<file path="config.mk">
export PLATFORM = sky130hd
export DESIGN_NAME = lane_flip_encoder
export DESIGN_NICKNAME = d
export VERILOG_FILES = /design/src/rtl/lane_flip_encoder.sv
export SDC_FILE = /design/constraint.sdc
export NUM_CORES = 1
export LEC_CHECK = 0
export CAP_MARGIN = 20
export CORE_AREA = 4 4 421 423
export CTS_CLUSTER_SIZE = 24
export DETAILED_ROUTE_END_ITERATION = 10
export DIE_AREA = 0 0 425 427
export RECOVER_POWER = 50
export SLEW_MARGIN = 40
export SYNTH_ARGS = -nofsm -noshare
export SYNTH_HDL_FRONTEND = slang
export SYNTH_SLANG_ARGS = --single-unit
</file>
<file path="constraint.sdc">
create_clock -name clk -period 21.8 [get_ports clk]
set_input_delay 3.27 -clock clk [delete_from_list [all_inputs] [get_ports clk]]
set_output_delay 3.27 -clock clk [all_outputs]
set_load 0.01 [all_outputs]
</file>
<file path="src/rtl/lane_flip_encoder.sv">
module lane_flip_encoder #(
  parameter int BEATS  = 4,
  parameter int LANES  = 4,
  parameter int LANE_W = 16
) (
  input  logic                            clk,
  input  logic                            rst_n,
  input  logic                            src_vld,
  input  logic                            src_last,
  input  logic [BEATS*LANES*LANE_W-1:0]   src_data,
  output logic [BEATS*LANES*LANE_W-1:0]   bus_d_n,
  output logic [BEATS*LANES-1:0]          bus_inv_n,
  output logic [BEATS*LANES-1:0]          bus_par_n,
  output logic                            bus_rdy_n,
  output logic                            bus_busy_n,
  input  logic [BEATS*LANES*LANE_W-1:0]   rx_d_n,
  input  logic [BEATS*LANES-1:0]          rx_inv_n,
  input  logic                            rx_rdy_n,
  output logic [BEATS*LANES*LANE_W-1:0]   rx_data,
  output logic                            rx_vld
);
  localparam int BUS_W = LANES * LANE_W;
  localparam int ALL_W = BEATS * BUS_W;
  localparam int FLAGS = BEATS * LANES;
  localparam int LIMIT = LANE_W / 2;
  localparam logic IDLE_PAR = ~(^{LANE_W{1'b1}});

  logic [ALL_W-1:0] d_q, d_nxt;
  logic [FLAGS-1:0] inv_q, inv_nxt, par_q, par_nxt;
  logic             rdy_q, busy_q;
  logic [BUS_W-1:0] last_w;

  assign last_w = d_q[ALL_W-1 -: BUS_W];

  always_comb begin
    logic [BUS_W-1:0]  ref_w;
    logic [LANE_W-1:0] cand, w;
    logic              flip;
    ref_w   = last_w;
    d_nxt   = '0;
    inv_nxt = '1;
    par_nxt = '1;
    for (int b = 0; b < BEATS; b++) begin
      for (int k = 0; k < LANES; k++) begin
        cand = ~src_data[b*BUS_W + k*LANE_W +: LANE_W];
        flip = $countones(cand ^ ref_w[k*LANE_W +: LANE_W]) > LIMIT;
        w    = flip ? ~cand : cand;
        d_nxt[b*BUS_W + k*LANE_W +: LANE_W] = w;
        inv_nxt[b*LANES + k] = ~flip;
        par_nxt[b*LANES + k] = ~(^w);
        ref_w[k*LANE_W +: LANE_W] = w;
      end
    end
  end

  always_ff @(posedge clk or negedge rst_n) begin
    if (!rst_n) begin
      d_q    <= '1;
      inv_q  <= '1;
      par_q  <= {FLAGS{IDLE_PAR}};
      rdy_q  <= 1'b0;
      busy_q <= 1'b0;
    end else if (src_vld) begin
      d_q    <= d_nxt;
      inv_q  <= inv_nxt;
      par_q  <= par_nxt;
      rdy_q  <= 1'b1;
      busy_q <= ~src_last;
    end else begin
      d_q    <= {BEATS{last_w}};
      inv_q  <= {BEATS{inv_q[FLAGS-1 -: LANES]}};
      par_q  <= {BEATS{par_q[FLAGS-1 -: LANES]}};
      rdy_q  <= 1'b0;
    end
  end

  assign bus_d_n    = d_q;
  assign bus_inv_n  = inv_q;
  assign bus_par_n  = par_q;
  assign bus_rdy_n  = ~rdy_q;
  assign bus_busy_n = ~(rdy_q | busy_q);

  for (genvar g = 0; g < FLAGS; g++) begin : g_rx
    assign rx_data[g*LANE_W +: LANE_W] =
      ~rx_d_n[g*LANE_W +: LANE_W] ^ {LANE_W{~rx_inv_n[g]}};
  end
  assign rx_vld = ~rx_rdy_n;
endmodule


</file>
==> results.md <==
- Clock root buffer: clkbuf_16
- Initial cell density of the core: 0.174
- Hold Startpoint: busy_q
- Clock Path Buffers: 3
- Slowest CP cell: and2_1
- Top-area cell type share of the netlist area: 0.251
- RSZ-0062 raised after global routing: no
- Register area share after synthesis: 0.252
- RR Endpoint: bus_d_n[193]
- Area after DPL: 43,400 um^2
- Crit-path max cell delay: 700 ps
- Post-synthesis simple-gate area fraction: 0.132
- Site Rows: 153
- Worst EP required: 22,270 ps
- FMAX: 48.2 MHz
- Finish-stage setup viols: 0
- Initial antenna violation count: 64
- Post-CTS Setup Inserts: 0
- Num CTS Buffers: 40
- Fin nets: 4,535
- Post-synthesis compound-gate area fraction: 0.0948
- Crit. End Element: flip-flop
- Post-route clock period utilization: 0.952
- Core ar.: 173,000 um^2
- Crit path top cell by count: fa_1
- Startpoint type of the worst setup path: primary input
- R2r startpoint: bus_d_n[199]
- Final hold violation count: 0
- Clk sinks: 290
- GRT Util Overall: 0.176
- Failing checks: capacitance limit, slew limit
- Max-cap check violation count: 8
- Post-route DRC violation count: 0
- Slew headroom: -4.15
- #FFs+latches synth: 290
- Synth Instances: 2,781
- Dpl ws: 121 ps
- Clock slew at reported path FFs: 60 ps
- Main combinational cell family by area after synthesis: XOR/XNOR gates
- Post-synthesis mux area share: 0.00705
- Synth area leaders: dfstp_2 25%, xnor3_1 11%, fa_1 11%
- Number of global-route vias before repair: 26,900
- Avg Vias per Cell: 4.28
- Synth Area in XOR/XNOR: 0.307
- Largest area contributor in the netlist: dfstp_2
- R2R Setup Slk: 3790 ps
- Hold depth: 2
- Final HPWL DP: 144,000 um
- Placer congestion estimate: 0.957
- First-pass GRT wire length: 224,000 um
- Min-Delay Path Class: reg2reg
- Ys Warns: 0
- DRT Wirelength: 168,000 um
- Reg2Reg Depth: 54
- Drt first pass iters: 6
- I/O pin count: 1,080
- Post-CTS Hold Buffers: 0
- Minimum clock period: 20,760 ps
- Clk_lat worst skew: 610 ps
- Worst Hold Endpoint: busy_q
- Setup Skew: 28.7 ps
- Slew Viols, Final: 585
- Post-route setup slack: 1040 ps
- Vias: 26,200
- Yosys cell types: 39
- Total Neg Setup Slack: 0 ps
- Synth Area in Adders: 0.139
- Buffers on Ports: 1,079
- WP data arrival: 21,230 ps
- Crit Path Max Fanout: 33
- Ratio of cells with drive above 1 in the final layout: 0.135
- Largest net degree at the start of global routing: 193
- Worst slew pin tran: 7720 ps
- Post-synthesis cell area: 30,200 um^2
- H-tree Lvls: 2
- Worst hold slack: 526 ps
- Status: finished, violations left
- TritonCTS clock tree: built
- Area delta synth->final: 48.0%
- Post-route ant nets: 0
- Die Ht: 427 um
- DR WL/cell: 27.3 um
- Grt total ovfl: 0
- Type of the worst setup path: in2reg
- Die area: 181,000 um^2
- Fill cells: 18,500
- # resized after CTS: 0
- Syn Nets: 3,554
- Synthesized area per cell: 10.9 um^2
- Detailed Route Iter0 Violations: 1,859
- Design area: 44,700 um^2
- Die span in x: 425 um
-- cells in the mapped netlist --
cell type,count
a21o_1,2
a21oi_1,38
a21oi_2,6
a22oi_2,12
a22oi_4,2
a41oi_1,4
and2_1,14
and2_4,2
buf_1,13
buf_2,21
buf_4,10
buf_6,32
clkbuf_1,130
dfrtp_1,2
dfstp_2,288
fa_1,160
ha_1,80
inv_1,251
mux2_2,18
mux2i_1,1
nand2_1,94
nand2b_1,244
nand3b_1,22
nand4_1,256
nor2_1,27
nor3b_1,8
nor4b_1,2
o211ai_1,220
o211ai_2,36
o21bai_1,12
o21bai_2,2
o32ai_1,12
o32ai_4,2
or3b_1,4
or3b_4,2
xnor2_1,260
xnor3_1,153
xor2_1,300
xor3_1,39
-- cell usage in the layout (no fill, tap or decap), types with 14 or more instances in the layout --
master and instances:
xnor3_1 153, xor3_1 39, o211ai_2 36, inv_1 251, buf_4 55, ha_1 80
a21oi_1 38, xor2_1 297, dfstp_2 288, fa_1 160, diode_2 25, mux2_2 18
clkdlybuf4s50_1 806, nor2_1 27, nand4_1 256, clkbuf_1 14, xnor2_1 260, nand2_1 94
dlygate4sd3_1 258, o211ai_1 220, nand3b_1 22, clkbuf_16 41, nand2b_1 244
-- flip-flops by register name, indices dropped and copies added (netlist names) --
register,cells
bus_par_n,16
bus_inv_n,16
bus_d_n,256
rdy_q,1
busy_q,1
-- worst max-delay path by stage --
stage	from	end
final	src_data[51]	bus_d_n[240]
after global routing	src_data[15]	bus_d_n[196]
after CTS	src_data[41]	bus_d_n[225]
after detailed placement	src_data[41]	bus_d_n[225]
after global placement	src_data[41]	bus_d_n[226]
after floorplan	src_data[47]	bus_d_n[231]
-- logic make-up (layout without fill, tap and decap cells) --
group	after synthesis	after routing
xor+xnor	752	752
simple gates	675	675
buf+inv	457	1464
compound gates	348	348
flops	290	290
fa+ha+maj	240	240
mux	19	19
other cells	0	25
-- routing by layer --
layer / global-route usage / up-vias / routed length, um
met4: 0.0925 / 58 / 9850
met3: 0.0434 / 303 / 11200
li1: - / 11500 / -
met1: 0.160 / 13200 / 50000
met5: 0 / - / 393
met2: 0.355 / 1171 / 96100
-- through the flow --
step           std cells  utilization
2_1_floorplan       2781            -
3_3_place_gp        6042        0.250
3_5_place_dp        6043        0.250
4_1_cts             6111        0.258
5_1_grt             6130        0.257
6_report            6138        0.258
-- area by class of cell --
cell class / count / area, um^2 / area share
Multi-Input combinational cell: 2034 / 20600 / 0.461
Inverter: 251 / 942 / 0.0211
Timing Repair Buffer: 1145 / 11200 / 0.252
Tap cell: 2325 / 2910 / 0.0651
Antenna cell: 25 / 62.6 / 0.00140
Clock buffer: 53 / 1130 / 0.0253
Clock inverter: 15 / 180 / 0.00403
Sequential cell: 290 / 7620 / 0.171
-- worst max-delay path: cells and delay by family --
family,cells,cell delay (ps)
simple gates,9,3120
compound gates,8,1590
fa+ha+maj,24,10720
xor+xnor,4,1230
buf+inv,10,1250
Power is left out: the tool's default activity adds up to more than one toggle a clock period on the data nets, which glitch-free logic cannot reach.
